--- src/rtl/seu_fsm_pkg.sv ---
package seu_fsm_pkg;

    localparam int KEY_LEN   = 16;
    localparam int IDX_W     = $clog2(KEY_LEN);
    localparam int FAULT_W   = KEY_LEN;
    localparam int HAM_PAR_W = 3;

    typedef enum logic [1:0] {
        ENC_BINARY = 2'd0,
        ENC_ONEHOT = 2'd1,
        ENC_PARITY = 2'd2,
        ENC_DIST3  = 2'd3
    } enc_e;

    localparam logic [1:0] FSEL_OFF   = 2'b00;
    localparam logic [1:0] FSEL_REG   = 2'b01;
    localparam logic [1:0] FSEL_NEXT  = 2'b10;
    localparam logic [1:0] FSEL_SPARE = 2'b11;

    typedef enum logic [IDX_W-1:0] {
        ST_IDLE, ST_M01, ST_M02, ST_M03, ST_M04, ST_M05, ST_M06, ST_M07,
        ST_M08, ST_M09, ST_M10, ST_M11, ST_M12, ST_M13, ST_M14, ST_M15
    } key_state_e;

    typedef enum logic [2:0] {
        ACT_HOLD,
        ACT_ADVANCE,
        ACT_RESTART,
        ACT_FINISH,
        ACT_ABORT
    } step_act_e;

    function automatic int state_width(enc_e e);
        case (e)
            ENC_BINARY: return IDX_W;
            ENC_ONEHOT: return KEY_LEN;
            ENC_PARITY: return IDX_W + 1;
            default:    return IDX_W + HAM_PAR_W;
        endcase
    endfunction

    // check bits of the distance-3 code: {p2, p1, p0}
    function automatic logic [HAM_PAR_W-1:0] ham_parity(logic [IDX_W-1:0] d);
        return {d[1] ^ d[2] ^ d[3], d[0] ^ d[2] ^ d[3], d[0] ^ d[1] ^ d[3]};
    endfunction

endpackage

--- src/rtl/seu_state_encoder.sv ---
module seu_state_encoder
    import seu_fsm_pkg::*;
#(
    parameter enc_e ENCODING = ENC_DIST3,
    parameter int   W        = 7
) (
    input  key_state_e     st,
    output logic [W-1:0]   code
);

    logic [IDX_W-1:0] num;
    assign num = st;

    generate
        if (ENCODING == ENC_BINARY) begin : g_bin
            assign code = W'(num);
        end else if (ENCODING == ENC_ONEHOT) begin : g_hot
            assign code = {{(W-1){1'b0}}, 1'b1} << num;
        end else if (ENCODING == ENC_PARITY) begin : g_par
            assign code = W'({^num, num});
        end else begin : g_d3
            assign code = W'({num, ham_parity(num)});
        end
    endgenerate

endmodule

--- src/rtl/seu_state_decoder.sv ---
module seu_state_decoder
    import seu_fsm_pkg::*;
#(
    parameter enc_e ENCODING = ENC_DIST3,
    parameter int   W        = 7
) (
    input  logic [W-1:0] code,
    output key_state_e   st,
    output logic         legal
);

    generate
        if (ENCODING == ENC_BINARY) begin : g_bin
            assign st    = key_state_e'(code[IDX_W-1:0]);
            assign legal = 1'b1;
        end else if (ENCODING == ENC_ONEHOT) begin : g_hot
            logic [IDX_W-1:0] pos;
            always_comb begin
                pos = '0;
                for (int i = 0; i < W; i++) begin
                    if (code[i]) pos = IDX_W'(i);
                end
            end
            assign st    = key_state_e'(pos);
            assign legal = $onehot(code);
        end else if (ENCODING == ENC_PARITY) begin : g_par
            assign st    = key_state_e'(code[IDX_W-1:0]);
            assign legal = ~^code;
        end else begin : g_d3
            logic [HAM_PAR_W-1:0] syn;
            logic [IDX_W-1:0]     fix;
            assign syn = code[HAM_PAR_W-1:0] ^ ham_parity(code[W-1:HAM_PAR_W]);
            always_comb begin
                unique case (syn)
                    3'b011:  fix = 4'b0001;
                    3'b101:  fix = 4'b0010;
                    3'b110:  fix = 4'b0100;
                    3'b111:  fix = 4'b1000;
                    default: fix = 4'b0000;
                endcase
            end
            assign st    = key_state_e'(code[W-1:HAM_PAR_W] ^ fix);
            assign legal = 1'b1;
        end
    endgenerate

endmodule

--- src/rtl/seu_key_step.sv ---
module seu_key_step
    import seu_fsm_pkg::*;
#(
    parameter logic [KEY_LEN-1:0] KEY = 16'hA5C3
) (
    input  key_state_e cur,
    input  logic       legal,
    input  logic       ser_valid,
    input  logic       ser_bit,
    output key_state_e nxt,
    output logic       complete
);

    logic [IDX_W-1:0] cur_n;
    logic             want;
    step_act_e        act;

    assign cur_n = cur;
    assign want  = KEY[IDX_W'(KEY_LEN - 1) - cur_n];

    always_comb begin
        if (!legal)                 act = ACT_ABORT;
        else if (!ser_valid)        act = ACT_HOLD;
        else if (ser_bit != want)   act = ACT_RESTART;
        else if (cur == ST_M15)     act = ACT_FINISH;
        else                        act = ACT_ADVANCE;
    end

    always_comb begin
        nxt      = ST_IDLE;
        complete = 1'b0;
        unique case (act)
            ACT_HOLD:    nxt = cur;
            ACT_ADVANCE: nxt = key_state_e'(cur_n + IDX_W'(1));
            ACT_RESTART: nxt = ST_IDLE;
            ACT_FINISH: begin
                nxt      = ST_IDLE;
                complete = 1'b1;
            end
            ACT_ABORT:   nxt = ST_IDLE;
        endcase
    end

endmodule

--- src/rtl/seu_key_fsm.sv ---
module seu_key_fsm
    import seu_fsm_pkg::*;
#(
    parameter enc_e               ENCODING = ENC_DIST3,
    parameter logic [KEY_LEN-1:0] KEY      = 16'hA5C3
) (
    input  logic               clk,
    input  logic               rst_n,
    input  logic               ser_bit,
    input  logic               ser_valid,
    input  logic [FAULT_W-1:0] fault_vec,
    input  logic [1:0]         fault_sel,
    output logic               key_hit
);

    localparam int W = state_width(ENCODING);
    localparam logic [W-1:0] IDLE_CODE =
        (ENCODING == ENC_ONEHOT) ? {{(W-1){1'b0}}, 1'b1} : {W{1'b0}};

    logic [W-1:0] state_q;
    logic [W-1:0] fault_mask;
    logic [W-1:0] seen_code;
    logic [W-1:0] next_code;
    logic [W-1:0] load_code;
    key_state_e   cur_st;
    key_state_e   nxt_st;
    logic         cur_legal;
    logic         step_done;

    assign fault_mask = fault_vec[W-1:0];

    generate
        if (W < FAULT_W) begin : g_spare
            logic unused_fault_hi;
            assign unused_fault_hi = ^fault_vec[FAULT_W-1:W];
        end
    endgenerate

    // upset on the register as read: only this cycle's decision sees it
    assign seen_code = (fault_sel == FSEL_REG) ? (state_q ^ fault_mask) : state_q;

    seu_state_decoder #(.ENCODING(ENCODING), .W(W)) u_dec (
        .code  (seen_code),
        .st    (cur_st),
        .legal (cur_legal)
    );

    seu_key_step #(.KEY(KEY)) u_step (
        .cur       (cur_st),
        .legal     (cur_legal),
        .ser_valid (ser_valid),
        .ser_bit   (ser_bit),
        .nxt       (nxt_st),
        .complete  (step_done)
    );

    seu_state_encoder #(.ENCODING(ENCODING), .W(W)) u_enc (
        .st   (nxt_st),
        .code (next_code)
    );

    // upset on the next-state path: the corrupted code is stored
    assign load_code = (fault_sel == FSEL_NEXT) ? (next_code ^ fault_mask) : next_code;

    always_ff @(posedge clk or negedge rst_n) begin
        if (!rst_n) state_q <= IDLE_CODE;
        else        state_q <= load_code;
    end

    always_ff @(posedge clk or negedge rst_n) begin
        if (!rst_n) key_hit <= 1'b0;
        else        key_hit <= step_done;
    end

endmodule

--- config.mk ---
export PLATFORM = sky130hd
export DESIGN_NAME = seu_key_fsm
export DESIGN_NICKNAME = d
export VERILOG_FILES = /design/src/rtl/seu_fsm_pkg.sv /design/src/rtl/seu_state_encoder.sv /design/src/rtl/seu_state_decoder.sv /design/src/rtl/seu_key_step.sv /design/src/rtl/seu_key_fsm.sv
export SDC_FILE = /design/constraint.sdc
export NUM_CORES = 1
export LEC_CHECK = 0
export BUFFER_PORTS_ARGS = -buffer_cell sky130_fd_sc_hd__buf_2
export CORE_MARGIN = 2
export CORE_UTILIZATION = 54
export DETAILED_ROUTE_END_ITERATION = 8
export HOLD_SLACK_MARGIN = 0.03
export PLACE_DENSITY = 0.85
export SLEW_MARGIN = 10
export SYNTH_ARGS = -nofsm -noshare
export SYNTH_HDL_FRONTEND = slang
export SYNTH_HIERARCHICAL = 1
export SYNTH_SLANG_ARGS = --single-unit
--- constraint.sdc ---
create_clock -name clk -period 9.4 [get_ports clk]
set_input_delay 0.94 -clock clk [delete_from_list [all_inputs] [get_ports clk]]
set_output_delay 0.94 -clock clk [all_outputs]
set_load 0.02 [all_outputs]
== Word level (Yosys, flattened, before mapping) ==
Memory sizes are Yosys's and may differ from the RTL's.
Index checks and enable logic that the tools add are counted.

* Flip-flop bits (word level): 8
* Memory bits (read-only): 16
* Input port bits: 22
* Memories: 1

{| class="wikitable"
|+ Memory list
! name !! depth !! bits a word !! read ports !! clocked after memory_dff !! wr ports !! RTL line !! RTL
|-
| (no name shown) || 16 || 1 || 1 || 0 || 0 || seu_key_step.sv:19 || <nowiki>assign want = KEY[IDX_W'(KEY_LEN - 1) - cur_n];</nowiki>
|}

* $add $sub $neg: 2
* Magnitude comparators: 1
* Equality and inequality tests: 12
* Mux-type cells: 9
* Bitwise gates (word level): 16
* Reductions and logical operators: 2

{| class="wikitable"
|+ Operators with widths
! operator !! number
|-
| 4-bit case mux with 4 select lines || 1
|-
| 7-bit two-way mux || 2
|-
| 7-bit bitwise XOR || 2
|-
| 3-bit == test, second input constant || 4
|-
| 4-bit case mux with 3 select lines || 1
|-
| 1-bit bitwise XOR || 12
|-
| 3-bit by 2-bit == test with 1-bit output, second input constant || 3
|-
| 3-bit two-way mux || 2
|-
| 4-bit by 5-bit < comparator with 1-bit output, second input constant || 1
|-
| 4-bit by 1-bit adder with 4-bit output, second input constant || 1
|-
| 4-bit == test, second input constant || 1
|-
| 4-bit subtractor, first input constant || 1
|-
| 4-bit bitwise XOR || 1
|-
| 3-bit by 1-bit == test with 1-bit output, second input constant || 1
|-
| 3-bit zero test || 1
|-
| 3-bit OR reduction || 1
|-
| 3-bit bitwise XOR || 1
|-
| 2-bit by 1-bit == test with 1-bit output, second input constant || 1
|-
| 2-bit == test, second input constant || 1
|-
| 1-bit two-way mux || 2
|-
| 2-bit two-way mux || 1
|-
| 1-bit inequality test || 1
|}

== Logic depth before layout (Yosys ltp) ==
* Word-level depth: 21
* Gate-level depth with buffers: 15
* Mapped depth without buffers: 13

== Hierarchy ==
The synthesis kept the hierarchy.

{| class="wikitable"
|+ Modules (own cells, without submodules)
! module !! times used !! cells an instance !! area each (um^2) !! sequential area each (um^2)
|-
| seu_key_fsm || 1 || 38 || 450.4 || 200.2
|-
| seu_state_decoder || 1 || 49 || 391.6 || 0.0
|-
| seu_key_step || 1 || 22 || 173.9 || 0.0
|-
| seu_state_encoder || 1 || 7 || 101.3 || 0.0
|}

== Least setup slack after synthesis ==
Ideal clock, no wire load.

* Path type: input to register
* Start point: in fault_sel[1]
* End point: reg state_q[2]
* Library setup time: 0.123 ns
* Arrival time: 4.199 ns
* Path slack: 5.078 ns
* Stages on the path: 14
* Buffers on the path: 1
* Path through: buf_6 nand3b_1 xnor2_1 xor2_2 mux2i_1 o2111ai_1 nor2_1 ha_1 xnor2_1 nor3b_1 nor3_1 nor3_1 xor3_1 xnor2_1

* Cells in the longest elaborated chain, start to end: 21

{| class="wikitable"
|+ RTL lines
! item !! RTL line !! RTL
|-
| from (decl) || seu_key_fsm.sv:12 || <nowiki>input logic [1:0] fault_sel,</nowiki>
|-
| 2-bit by 1-bit == test with 1-bit output (*) || seu_key_fsm.sv:40 || <nowiki>assign seen_code = (fault_sel == FSEL_REG) ? (state_q ^ fault_mask) : state_q;</nowiki>
|-
| 7-bit two-way mux (*) || seu_key_fsm.sv:40 ||
|-
| via seen_code[3] || seu_key_fsm.sv:22 || <nowiki>logic [W-1:0] seen_code;</nowiki>
|-
| 1-bit bitwise XOR (2 in a row) || seu_fsm_pkg.sv:44 || <nowiki>return {d[1] ^ d[2] ^ d[3], d[0] ^ d[2] ^ d[3], d[0] ^ d[1] ^ d[3]};</nowiki>
|-
| 3-bit bitwise XOR (*) || seu_state_decoder.sv:32 || <nowiki>assign syn = code[HAM_PAR_W-1:0] ^ ham_parity(code[W-1:HAM_PAR_W]);</nowiki>
|-
| 3-bit == test / 3-bit by 2-bit == test with 1-bit output (equally long branches) || seu_state_decoder.sv:34 || <nowiki>unique case (syn)</nowiki>
|-
| 4-bit case mux with 4 select lines (*) || seu_state_decoder.sv:34 ||
|-
| 4-bit bitwise XOR (*) || seu_state_decoder.sv:42 || <nowiki>assign st = key_state_e'(code[W-1:HAM_PAR_W] ^ fix);</nowiki>
|-
| via cur_st[2] || seu_key_fsm.sv:25 || <nowiki>key_state_e cur_st;</nowiki>
|-
| [7 not listed] || n/a ||
|-
| 3-bit OR reduction (no line) || n/a ||
|-
| 4-bit case mux with 3 select lines (*) || seu_key_step.sv:32 || <nowiki>unique case (act)</nowiki>
|-
| via nxt_st[2] || seu_key_fsm.sv:26 || <nowiki>key_state_e nxt_st;</nowiki>
|-
| 1-bit bitwise XOR (*) (2 in a row) || seu_fsm_pkg.sv:44 ||
|-
| via next_code[2] || seu_key_fsm.sv:23 || <nowiki>logic [W-1:0] next_code;</nowiki>
|-
| 7-bit bitwise XOR || seu_key_fsm.sv:63 || <nowiki>assign load_code = (fault_sel == FSEL_NEXT) ? (next_code ^ fault_mask) : next_code;</nowiki>
|-
| 7-bit two-way mux (*) || seu_key_fsm.sv:63 ||
|-
| via load_code[2] || seu_key_fsm.sv:24 || <nowiki>logic [W-1:0] load_code;</nowiki>
|-
| to (signal assigned) || seu_key_fsm.sv:67 || <nowiki>else state_q <= load_code;</nowiki>
|-
| to (decl) || seu_key_fsm.sv:20 || <nowiki>logic [W-1:0] state_q;</nowiki>
|}

The timed path passes the listed nets; every way through them passes the cells marked *. The select of a mux whose other input is x is not followed.

== Worst setup path in the final report ==
* Start point: in fault_sel[1]
* End point: reg state_q[2]

{| class="wikitable"
|+ RTL lines
! item !! RTL line
|-
| 2-bit by 1-bit == test with 1-bit output (*) || seu_key_fsm.sv:40
|-
| 7-bit two-way mux (*) || seu_key_fsm.sv:40
|-
| via seen_code[6] || seu_key_fsm.sv:22
|-
| 1-bit bitwise XOR || seu_fsm_pkg.sv:44
|-
| 3-bit bitwise XOR (*) || seu_state_decoder.sv:32
|-
| 3-bit == test / 3-bit by 2-bit == test with 1-bit output (equally long branches) || seu_state_decoder.sv:34
|-
| 4-bit case mux with 4 select lines (*) || seu_state_decoder.sv:34
|-
| 4-bit bitwise XOR (*) || seu_state_decoder.sv:42
|-
| via cur_st[2] || seu_key_fsm.sv:25
|-
| [7 not listed] || n/a
|-
| 3-bit OR reduction (no line) || n/a
|-
| 4-bit case mux with 3 select lines (*) || seu_key_step.sv:32
|-
| via nxt_st[2] || seu_key_fsm.sv:26
|-
| 1-bit bitwise XOR (*) (2 in a row) || seu_fsm_pkg.sv:44
|-
| via next_code[2] || seu_key_fsm.sv:23
|-
| 7-bit bitwise XOR || seu_key_fsm.sv:63
|-
| 7-bit two-way mux (*) || seu_key_fsm.sv:63
|-
| via load_code[2] || seu_key_fsm.sv:24
|}

Marks and branches as above.

==> impl_metrics.csv <==
group,metric,value,unit
timing,tns,0,ns
timing,fin_crit_sh,0.558,
die,dieArea,2450,µm²
timing,post-route-min-period,5.25,ns
routing,ant_nets,0,
clock_network,postCtsSetupBuffers,0,
global_route,grt_start_max_net_pins,15,
die,ios,23,
job,maxCapViolCount,0,
layout,n_antenna_cell,0,
logic_synthesis,syn-cell-area,1120,µm²
timing,grt_setup_unrepaired,"no",
clock_network,clkSinkCount,8,
die,coreArea,1960,µm²
layout,fin_area,1150,µm²
logic_synthesis,synthXorXnorAreaFrac,0.326,
logic_synthesis,synth_compound_area_frac,0.0750,
logic_synthesis,yosys.area_share.simple,0.259,
layout,drive_gt1_frac,0.213,
clock_network,hold_buffers,0,
worst_hold_path,min_path_type,"input pin to asynchronous set/reset pin",
routing,post-route-drc-count,0,
layout,nets,148,
logic_synthesis,yosysUniqueCellTypes,34,
logic_synthesis,async_reset_ff_frac,1.00,
timing,skew,0.00256,ns
setup_path,crit_required,9.54,ns
routing,dr.pass1.iters,4,
timing,finalHoldViolCount,0,
routing,post_drt_wl_per_cell,12.9,µm
logic_synthesis,synth_top_family_by_area,"XOR/XNOR gates",
clock_network,root_buffer,"clkbuf_4",
clock_network,cts-htree-levels,1,
timing,fmax,0.191,GHz
clock_network,cts.path.max_buffers,2,
setup_path,endpoint_kind,"register",
setup_path,cp_common_cell,"xnor2_1",
layout,area_growth,2.80,%
die,die_h,49.5,µm
setup_path,reg2reg_slack,4.84,ns
global_route,gr-total-overflow,0,
global_route,antenna_found_initial,0,
clock_network,clk_pin_slew,0.05,ns
die,start_util,0.570,
logic_synthesis,ys_ff_latch,8,
timing,final-setup-viol-count,0,
clock_network,cts_resized,0,
place,pre_cts_ws,3.93,ns
logic_synthesis,yosys_warnings,6,
setup_path,reg2reg_to,"state_q[2]",
setup_path,critPathLaunchType,"input pin",
clock_network,clk_latency,0.25,ns
setup_path,slowest_delay,0.83,ns
timing,slew_violations,0,
setup_path,worstPathCellList,"buf_2 > nand3b_1 > xnor2_1 > xor2_2 > mux2i_1 > o2111ai_1 > nor2_1 > ha_1 > xnor2_1 > nor3b_1 > nor3_1 > nor3_1 > xor3_1 > xnor2_1",
timing,slew_headroom,0.297,
setup_path,crit_fanout,14,
outcome,outcome,"finished clean",
routing,via_count,836,
logic_synthesis,synth_ff_type,"dfrtp_1",
logic_synthesis,yosys-mux-area-fraction,0.0549,
timing,layout_setup_ws,4.15,ns
logic_synthesis,yosysSeqAreaShare,0.179,
logic_synthesis,synthCells,116,
setup_path,timing.rr.start,"state_q[6]",
place,gp_congestion,0.817,
die,rows,16,
setup_path,critPathSlowestCell,"xnor2_1",
place,portBuffers,13,
layout,final_common_cell,"xnor2_1",
global_route,grt_first_pass_wirelength,3360,µm
routing,initialDrtViolationCount,21,
routing,wirelength,1930,µm
global_route,grt.total_usage,0.178,
clock_network,cts_buffers,3,
logic_synthesis,syn-mean-instance-area,9.63,µm²
layout,final_cell_mix,"xnor2_1 (17), nand3b_1 (14), buf_2 (13)",
logic_synthesis,syn-num-nets,140,
die,die_x,49.5,µm
layout,final_cells,149,
routing,viasPerCell,5.61,
clock_network,cts_tree,"yes",
place,dp.cells,146,
logic_synthesis,synth_fa_ha_area_frac,0.0224,
global_route,grt_pass1_vias,788,
place,dp_hpwl,1540,µm
setup_path,setup.worst_path.class,"input pin to register",
setup_path,crit_arrival,5.38,ns
timing,tightest_slew,1.05,ns
place,dpl_cell_area,1130,µm²
setup_path,reg2reg_depth,12,
logic_synthesis,synth-edff-count,0,
synthesized netlist by cell type, types with 2 or more instances:
master      n  area [µm²]
xnor2_1    17         149
nand3b_1   14         105
nand2_1    11        41.3
dfrtp_1     8         200
buf_4       6        45.0
nor2_1      6        22.5
a21oi_1     5        25.0
mux2i_1     5        50.1
buf_6       4        45.0
nor3_1      4        20.0
nand3_1     3        15.0
nor2b_1     3        18.8
xor3_1      3        71.3
ha_1        2        25.0
nand2b_1    2        12.5
o2111ai_1   2        17.5
or3_1       2        12.5
xor2_1      2        17.5
xor2_2      2        32.5
sequential cells by signal (all words and copies together) (netlist names):
signal / count
state_q: 7
key_hit: 1
metrics by stage:
stage | util | hold WS (ns)
floorplan | - | 0.644
global placement | 0.574 | 0.790
detailed placement | 0.574 | 0.793
CTS | 0.585 | 0.516
global route | 0.585 | 0.527
finish | 0.585 | 0.522
worst max-delay path, delay by kind of cell:
family | cells | cell delay, ns
AO/OA/AOI/OAI | 1 | 0.13
XOR/XNOR | 5 | 1.91
adder cells (fa/ha/maj) | 1 | 0.33
buffers and inverters | 1 | 0.17
multiplexers | 1 | 0.25
AND/OR/NAND/NOR | 5 | 1.63
worst max path at each step:
| stage | slack [ns] | startpoint | cells after the start | endpoint |
|---|---|---|---|---|
| after floorplan | 5.08 | fault_sel[1] | 14 | state_q[2] |
| after global placement | 4.15 | fault_sel[1] | 14 | state_q[2] |
| after detailed placement | 3.93 | fault_sel[1] | 14 | state_q[2] |
| after CTS | 4.19 | fault_sel[1] | 14 | state_q[2] |
| after global routing | 3.83 | fault_sel[1] | 14 | state_q[2] |
| final | 4.15 | fault_sel[1] | 14 | state_q[2] |
kinds of logic (layout without fill, tap and decap cells):
group                      count (synthesis)  after routing
DFF                                        8              8
adders and majority gates                  2              2
buffers and inverters                     10             16
AOI/OAI and AO/OA                         11             11
and+or+nand+nor                           50             50
other                                      1              1
xor gates and xnor gates                  28             28
muxes                                      6              6
area by class of cell:
class / count / area (µm²)
flip-flops and latches: 8 / 200
multi-input cells: 98 / 827
well taps: 27 / 33.8
clock buffers: 3 / 22.5
repair buffers: 13 / 65.1
fillers: 179 / 813
metal layers:
layer	part of all wire	routed length, µm	vias to the layer above	global-route usage
met5	0	0	-	0
met1	0.42	801	392	0.213
met2	0.54	1040	25	0.322
li1	-	-	415	-
met3	0.034	66	4	0.00909
met4	0.012	23	0	0.0880
Power is not shown: default switching activity piles up to over one toggle a cycle in this logic, so the estimate is an artifact.
